`src/rtl/lockwd_pkg.sv`:
```
package lockwd_pkg;
  localparam logic [15:0] UNLOCK_KEY = 16'hE551;
  localparam logic [15:0] RELOCK_KEY = ~UNLOCK_KEY;

  localparam int OFS_LOAD_LO = 'h00;
  localparam int OFS_LOAD_HI = 'h04;
  localparam int OFS_CTRL    = 'h08;
  localparam int OFS_LOCK    = 'h20;

  localparam int BIT_RUN   = 1;
  localparam int BIT_NEW   = 2;
  localparam int BIT_RSTEN = 3;

  typedef struct packed {
    logic reload;   // run written 0 -> 1
    logic countEn;  // tick with run and both enables
    logic rstArm;   // new-mode and reset-enable both set
  } dpStrobe_t;
endpackage

```
`src/rtl/lockwd_ctrl.sv`:
```
module lockwd_ctrl
  import lockwd_pkg::*;
#(
  parameter int DATA_W = 16,
  parameter int ADDR_W = 6,
  localparam int CNT_W = 2 * DATA_W
) (
  input  logic              clk,
  input  logic              rstN,
  input  logic              wrEn,
  input  logic [ADDR_W-1:0] addr,
  input  logic [DATA_W-1:0] wrData,
  input  logic              tick,
  input  logic              modEn,
  input  logic              clkEn,
  output logic [DATA_W-1:0] rdData,
  output dpStrobe_t         strb,
  output logic [CNT_W-1:0]  loadVal,
  output logic              lockedQ,
  output logic              runQ
);
  logic [DATA_W-1:0] loHalf, hiHalf, hiStage;
  logic newModeQ, rstEnQ;
  logic hitLo, hitHi, hitCtl, hitLock, wrOpen;

  assign hitLo   = (addr == ADDR_W'(OFS_LOAD_LO));
  assign hitHi   = (addr == ADDR_W'(OFS_LOAD_HI));
  assign hitCtl  = (addr == ADDR_W'(OFS_CTRL));
  assign hitLock = (addr == ADDR_W'(OFS_LOCK));
  assign wrOpen  = wrEn && !lockedQ;

  always_ff @(posedge clk) begin
    if (!rstN) begin
      lockedQ  <= 1'b1;
      loHalf   <= '0;
      hiHalf   <= '0;
      hiStage  <= '0;
      runQ     <= 1'b0;
      newModeQ <= 1'b0;
      rstEnQ   <= 1'b0;
    end else begin
      if (wrEn && hitLock) begin
        if (wrData == DATA_W'(UNLOCK_KEY))      lockedQ <= 1'b0;
        else if (wrData == DATA_W'(RELOCK_KEY)) lockedQ <= 1'b1;
      end
      if (wrOpen && hitHi) hiStage <= wrData;
      if (wrOpen && hitLo) begin
        loHalf <= wrData;
        hiHalf <= hiStage;
      end
      if (wrOpen && hitCtl) begin
        runQ     <= wrData[BIT_RUN];
        newModeQ <= wrData[BIT_NEW];
        rstEnQ   <= wrData[BIT_RSTEN];
      end
    end
  end

  always_comb begin
    strb.reload  = wrOpen && hitCtl && wrData[BIT_RUN] && !runQ;
    strb.countEn = tick && runQ && modEn && clkEn;
    strb.rstArm  = newModeQ && rstEnQ;
  end

  assign loadVal = {hiHalf, loHalf};

  always_comb begin
    rdData = '0;
    if (hitLo)   rdData = loHalf;
    if (hitHi)   rdData = hiHalf;
    if (hitCtl) begin
      rdData[BIT_RUN]   = runQ;
      rdData[BIT_NEW]   = newModeQ;
      rdData[BIT_RSTEN] = rstEnQ;
    end
    if (hitLock) rdData[0] = lockedQ;
  end
endmodule

```
`src/rtl/lockwd_dp.sv`:
```
module lockwd_dp
  import lockwd_pkg::*;
#(
  parameter int CNT_W      = 32,
  parameter int RST_CYCLES = 8,
  localparam int PULSE_W   = $clog2(RST_CYCLES + 1)
) (
  input  logic             clk,
  input  logic             rstN,
  input  dpStrobe_t        strb,
  input  logic [CNT_W-1:0] loadVal,
  output logic             wdRst,
  output logic             expired
);
  logic [CNT_W-1:0]   countQ;
  logic [PULSE_W-1:0] pulseQ;
  logic expire, fire;

  assign expire = strb.countEn && !strb.reload && (countQ <= CNT_W'(1));
  assign fire   = expire && strb.rstArm && (pulseQ == '0);

  always_ff @(posedge clk) begin
    if (!rstN) begin
      countQ  <= '0;
      pulseQ  <= '0;
      expired <= 1'b0;
    end else begin
      if (strb.reload)       countQ <= loadVal;
      else if (expire)       countQ <= loadVal;
      else if (strb.countEn) countQ <= countQ - CNT_W'(1);

      if (fire)                pulseQ <= PULSE_W'(RST_CYCLES);
      else if (pulseQ != '0)   pulseQ <= pulseQ - PULSE_W'(1);

      if (fire) expired <= 1'b1;
    end
  end

  assign wdRst = (pulseQ != '0);
endmodule

```
`src/rtl/lockwd_top.sv`:
```
module lockwd_top
  import lockwd_pkg::*;
#(
  parameter int DATA_W     = 16,
  parameter int ADDR_W     = 6,
  parameter int RST_CYCLES = 8
) (
  input  logic              clk,
  input  logic              rstN,
  input  logic              wrEn,
  input  logic [ADDR_W-1:0] addr,
  input  logic [DATA_W-1:0] wrData,
  output logic [DATA_W-1:0] rdData,
  input  logic              tick,
  input  logic              modEn,
  input  logic              clkEn,
  output logic              wdRst,
  output logic              expired
);
  localparam int CNT_W = 2 * DATA_W;

  dpStrobe_t        strb;
  logic [CNT_W-1:0] loadVal;
  logic             lockedQ, runQ;

  lockwd_ctrl #(.DATA_W(DATA_W), .ADDR_W(ADDR_W)) u_ctrl (
    .clk(clk), .rstN(rstN), .wrEn(wrEn), .addr(addr), .wrData(wrData),
    .tick(tick), .modEn(modEn), .clkEn(clkEn), .rdData(rdData),
    .strb(strb), .loadVal(loadVal), .lockedQ(lockedQ), .runQ(runQ)
  );

  lockwd_dp #(.CNT_W(CNT_W), .RST_CYCLES(RST_CYCLES)) u_dp (
    .clk(clk), .rstN(rstN), .strb(strb), .loadVal(loadVal),
    .wdRst(wdRst), .expired(expired)
  );
endmodule

```
`config.mk`:
```
export PLATFORM = sky130hd
export DESIGN_NAME = lockwd_top
export DESIGN_NICKNAME = d
export VERILOG_FILES = /design/src/rtl/lockwd_pkg.sv /design/src/rtl/lockwd_ctrl.sv /design/src/rtl/lockwd_dp.sv /design/src/rtl/lockwd_top.sv
export SDC_FILE = /design/constraint.sdc
export NUM_CORES = 1
export LEC_CHECK = 0
export ABC_AREA = 1
export CELL_PAD_IN_SITES_DETAIL_PLACEMENT = 0
export CELL_PAD_IN_SITES_GLOBAL_PLACEMENT = 1
export CORE_MARGIN = 3
export CORE_UTILIZATION = 40
export DETAILED_ROUTE_END_ITERATION = 7
export MAX_ROUTING_LAYER = met4
export PLACE_DENSITY_LB_ADDON = 0.1
export SYNTH_ARGS = -nofsm -noshare
export SYNTH_HDL_FRONTEND = slang
export SYNTH_SLANG_ARGS = --single-unit
```
`constraint.sdc`:
```
create_clock -name clk -period 2.5 [get_ports clk]
set_input_delay 0.5 -clock clk [delete_from_list [all_inputs] [get_ports clk]]
set_output_delay 0.5 -clock clk [all_outputs]
set_load 0.05 [all_outputs]
```
# --- After elaboration in Yosys (flattened, before gate mapping) ---
# Cells that the tools add are included.
classes:
  order_cmp: 1
  n_eq_ne: 5
  addsub: 2
  n_bitwise: 1
  muxes: 11
  n_reduce_logical: 26
op_table:
  columns: ["op", "count"]
  rows:
  - ["$mux W32", 3]
  - ["$le A32 B1 Y1 const B", 1]
  - ["$mux W16", 2]
  - ["$sub A32 B1 Y32 const B", 1]
  - ["$eq A16 B13 Y1 const B", 1]
  - ["$eq A16 B16 Y1 const B", 1]
  - ["$logic_and A1 B1 Y1", 15]
  - ["$mux W4", 2]
  - ["$eq A6 B3 Y1 const B", 1]
  - ["$eq A6 B4 Y1 const B", 1]
  - ["$eq A6 B6 Y1 const B", 1]
  - ["$logic_not A6 Y1", 1]
  - ["$logic_not A4 Y1", 1]
  - ["$reduce_bool A2 Y1", 2]
  - ["$reduce_bool A4 Y1", 1]
  - ["$sub A4 B1 Y4 const B", 1]
  - ["$logic_not A1 Y1", 3]
  - ["$mux W1", 3]
  - ["$mux W3", 1]
  - ["$reduce_bool A3 Y1", 1]
  - ["$reduce_and A2 Y1", 1]
  - ["$reduce_or A2 Y1", 1]
  - ["$not A1 Y1", 1]
word_totals:
  wordCells: 57
  register_bits: 89
  inputBits: 28
  output_inout_bits: 18

# --- Longest topological paths before layout ---
depth:
  word_depth: 11
  depth_mapped: 14
  ltp_nobuf: 13

# --- Modules after synthesis ---
# Synthesis repeated with hierarchy kept, for this count alone.
unflattened:
  cells_unflattened: 747
  area_unflattened_um2: 5092.4
modules_own_cells:
  columns: ["mod", "seq_area_each_um2", "cells_per_inst", "instances", "area_per_inst_um2"]
  rows:
  - ["lockwd_dp", 740.7, 425, 1, 2785.2]
  - ["lockwd_ctrl", 1041.0, 322, 1, 2307.2]

# --- Least setup slack after synthesis ---
# No wires, ideal clock.
synth_path:
  path_kind: "input port to output port"
  startpoint: "input addr[5]"
  endpoint: "output rdData[11]"
  path_buffers: 1
  setup_slack_ps: -237
  required_ps: 2000
  arrival_ps: 2237
  stages: 6
  path_cell_list: "nor2_1 inv_1 nor2_2 inv_1 clkbuf_1 o21ai_0"
synth_via:
  elab_chain_cells: 3
  word_cells_on_any_way: 4
  classes_between: "1 x eq/ne; 2 x mux; 1 x reduce/logical"
synth_rtl:
  columns: ["element", "line", "rtl"]
  rows:
  - ["start, declared", "lockwd_top.sv:11", "input logic [ADDR_W-1:0] addr,"]
  - ["$logic_not A6 Y1", "lockwd_ctrl.sv:26", "assign hitLo = (addr == ADDR_W'(OFS_LOAD_LO));"]
  - ["$mux W16", "lockwd_ctrl.sv:69", "if (hitLo) rdData = loHalf;"]
  - ["$mux W16 *", "lockwd_ctrl.sv:70", "if (hitHi) rdData = hiHalf;"]
  - ["end, declared", "lockwd_top.sv:13", "output logic [DATA_W-1:0] rdData,"]
# Mark *: on every way between the ends. The rest lies on a longest branch, timed or not.

# --- Final worst setup path ---
layout_path:
  startpoint: "input addr[2]"
  endpoint: "output rdData[8]"
# Same word-level chain as after synthesis.

==> impl_metrics.env <==
export IMPL_outcome="complete, no violations"
export IMPL_grt_busiest_layer="met2"
export IMPL_worstPathMaxFanout=13
export IMPL_firstDrtPassIters=5
export IMPL_drive_above_1_share_pct=10.9
export IMPL_wl_per_cell_microns=15.1
export IMPL_yosysTopAreaCell="dfxtp_1"
export IMPL_antenna_cells=0
export IMPL_leakage_nw=2.59
export IMPL_clock_path_buffers=2
export IMPL_fin_skew_ns=0.00598
export IMPL_synth_most_common_cell="nand2_1"
export IMPL_drv_slew=0
export IMPL_post_route_util_pct=52.4
export IMPL_p_switching_mw=0.836
export IMPL_synth_top_cell_area_share_pct=36.5
export IMPL_grt_pass1_vias=4647
export IMPL_worstPathCellList="clkdlybuf4s50_1, inv_1, nor2_1, nand2_1, nor2_2, inv_1, buf_12, o21ai_1, buf_4, buf_12"
export IMPL_synthTopCellsByArea="dfxtp_1, nand2_1, a21oi_1, o21ai_0, nor2_1"
export IMPL_initial_core_util_pct=41.9
export IMPL_grt_use_met3_pct=3.89
export IMPL_p_int_mw=2.38
export IMPL_insertion_delay_ns=0.35
export IMPL_routed_via_count=4856
export IMPL_fin_crit_ns=2.47
export IMPL_pwr_share_comb_pct=10.2
export IMPL_routed_wl_mm=14.1
export IMPL_dieArea_sq_um=13600
export IMPL_cp_slowest_cell="clkdlybuf4s50_1"
export IMPL_cp_slowest_stage_delay_ns=0.48
export IMPL_cts_made_buffers=9
export IMPL_cts_max_level=3
export IMPL_critical_path_required_ns=2.00
export IMPL_fillerInstances=1173
export IMPL_ys_flop_type="dfxtp_1"
export IMPL_seq_power_share_pct=45.4
export IMPL_coreArea_sq_um=11700
export IMPL_fin_crit_sh_pct=98.8
export IMPL_cap_violations=0
export IMPL_finalWorstSetupSlack_ns=0.0301
export IMPL_path_buf_inv=6
export IMPL_hold_ws_ns=0.452
export IMPL_place_ws_ns=0.000652
export IMPL_tightest_slew_ns=0.782
export IMPL_port_buffers=45
export IMPL_syn_cell_area_sq_um=4880
export IMPL_syn_to_final_growth_pct=25.1
export IMPL_die_x_microns=116
export IMPL_grt_max_degree=39
export IMPL_irDropWorstVdd_mv=0.400
export IMPL_p_total_mw=3.21
export IMPL_finalSetupViolCount=0
export IMPL_clock_sinks=89
export IMPL_worstHoldPathType="register to register"
export IMPL_grt_usage_pct=22.8
export IMPL_synth_avg_cell_area_sq_um=6.56
export IMPL_use_met1_pct=32.0
export IMPL_drt_iter0_drc=290
export IMPL_final_hold_violation_count=0
export IMPL_placed_cells=923
export IMPL_p_per_area_nw_per_um2=526
export IMPL_path_class="input pin to output pin"
export IMPL_max_slew_margin_pct=47.9
export IMPL_critPathTopFamily="buffers and inverters"
export IMPL_num_nets_final=822
export IMPL_clkSlewWorstSetupHoldPaths_ns=0.07
export IMPL_ys_ff_latch=89
export IMPL_cts_tree="yes"
export IMPL_synth_common_cells="nand2_1, nor2_1, dfxtp_1"
export IMPL_synth_cell_types=35
export IMPL_gp_congestion=0.936
export IMPL_synth_edff_count=0
export IMPL_drtAntennaViolNets=0
export IMPL_dpl_hpwl_mm=10.6
export IMPL_hold_buffers=0
export IMPL_antenna_found_initial=0
export IMPL_dieHeight_microns=116
export IMPL_placementRows=39
export IMPL_overflow=0
export IMPL_root_buffer="clkbuf_16"
export IMPL_grtUsageMet2_pct=33.4
export IMPL_rsz0062_at_grt="true"
export IMPL_clock_fmax_mhz=405
export IMPL_drc_errors=0
export IMPL_grt_pass1_wl_mm=23.4
export IMPL_worstPathArrival_ns=1.97
export IMPL_viasPerCell=5.17
export IMPL_p_clk_share_pct=44.4
export IMPL_yosysWarnings=0
export IMPL_synth_async_sr_flop_share_pct=0
export IMPL_cts_setup_buffers=0
export IMPL_final_cells=939
export IMPL_cp_start_kind="input pin"
export IMPL_syn_inst=744
export IMPL_ioPinCount=46
export IMPL_endpoint_kind="output pin"
export IMPL_ys_seq_area_share_pct=36.5
export IMPL_switching_share_pct=26.0
export IMPL_synth_nets=775
[per-layer routing]
metal	vias up	share of wire (%)
met5	-	0
met3	24	4.0
met2	110	44
li1	2538	-
met4	0	2.1
met1	2184	50
[worst paths after layout]
path         slack [ns]  cells past startpoint                   startpoint                          end
max                0.03                     10                      addr[2]                    rdData[8]
min                0.45                      2    u_dp.expired$_SDFFE_PN0P_    u_dp.expired$_SDFFE_PN0P_
max reg2reg        0.34                     10  u_dp.countQ[0]$_SDFFE_PN0P_  u_dp.countQ[7]$_SDFFE_PN0P_
min reg2reg        0.45                      2    u_dp.expired$_SDFFE_PN0P_    u_dp.expired$_SDFFE_PN0P_
[kinds of logic after synthesis]
group	synth area share, %
muxes	0.205
and+or+nand+nor	32.6
DFF	36.5
buffers and inverters	9.51
AOI/OAI and AO/OA	18.4
adders and majority gates	0.769
xor gates and xnor gates	1.97
[tightest hold or removal path, cell delays in order, from the launching register on]
cell     delay, ns
dfxtp_1       0.31
inv_1         0.04
a21oi_1       0.05
[metrics by stage]
step                      setup TNS [ns]  area, sq um
final                                  0         6110
after floorplan                  -0.0662         4880
after CTS                              0         6070
after global routing              -0.574         6110
after detailed placement               0         5760
after global placement           -0.0338         5760
[flip-flops by register name, summed over array words and instances (netlist names)]
register,count
u_ctrl.loHalf,16
u_ctrl.rstEnQ,1
u_ctrl.lockedQ,1
u_ctrl.hiStage,16
u_ctrl.hiHalf,16
u_dp.pulseQ,4
u_ctrl.newModeQ,1
u_dp.expired,1
u_ctrl.runQ,1
u_dp.countQ,32
[repair_timing]
item,4_1_cts,5_1_grt
endpoints found under the setup margin,1,15
pin swaps,0,1
resized for setup,1,9
[layout make-up]
cell class	count	area, sq um	area share (%)
Multi-Input combinational cell	539	2670	43.7
Sequential cell	89	1780	29.2
Timing Repair Buffer	67	848	13.9
Inverter	85	319	5.23
Clock buffer	9	225	3.69
Tap cell	143	179	2.93
Clock inverter	7	85.1	1.39
[placed cells by master (no fill, tap or decap), types with 3 or more instances in the layout]
cell type,instances
nand4_1,24
nand3_1,37
inv_1,84
nor3_1,3
nor2_1,96
dfxtp_1,89
ha_1,3
nor2_4,4
a21oi_1,78
o21ai_0,66
buf_12,22
nor4_1,4
o21ai_1,11
clkdlybuf4s50_1,28
nand3b_1,4
o22ai_2,5
nand2_1,154
xnor2_1,4
o22ai_1,4
buf_4,17
xor2_1,7
nand2_4,5
a22oi_1,3
clkbuf_16,9
o21bai_1,4
nor2_2,13
[power by group through the flow]
stage	combinational [mW]	clock (mW)	sequential, mW
2_1_floorplan	0.212	0	1.49
3_3_place_gp	0.316	0	1.49
3_5_place_dp	0.333	0	1.49
4_1_cts	0.334	1.44	1.46
5_1_grt	0.362	1.51	1.46
6_report	0.329	1.42	1.46
Note: power is estimated with default switching activity, not from simulation.
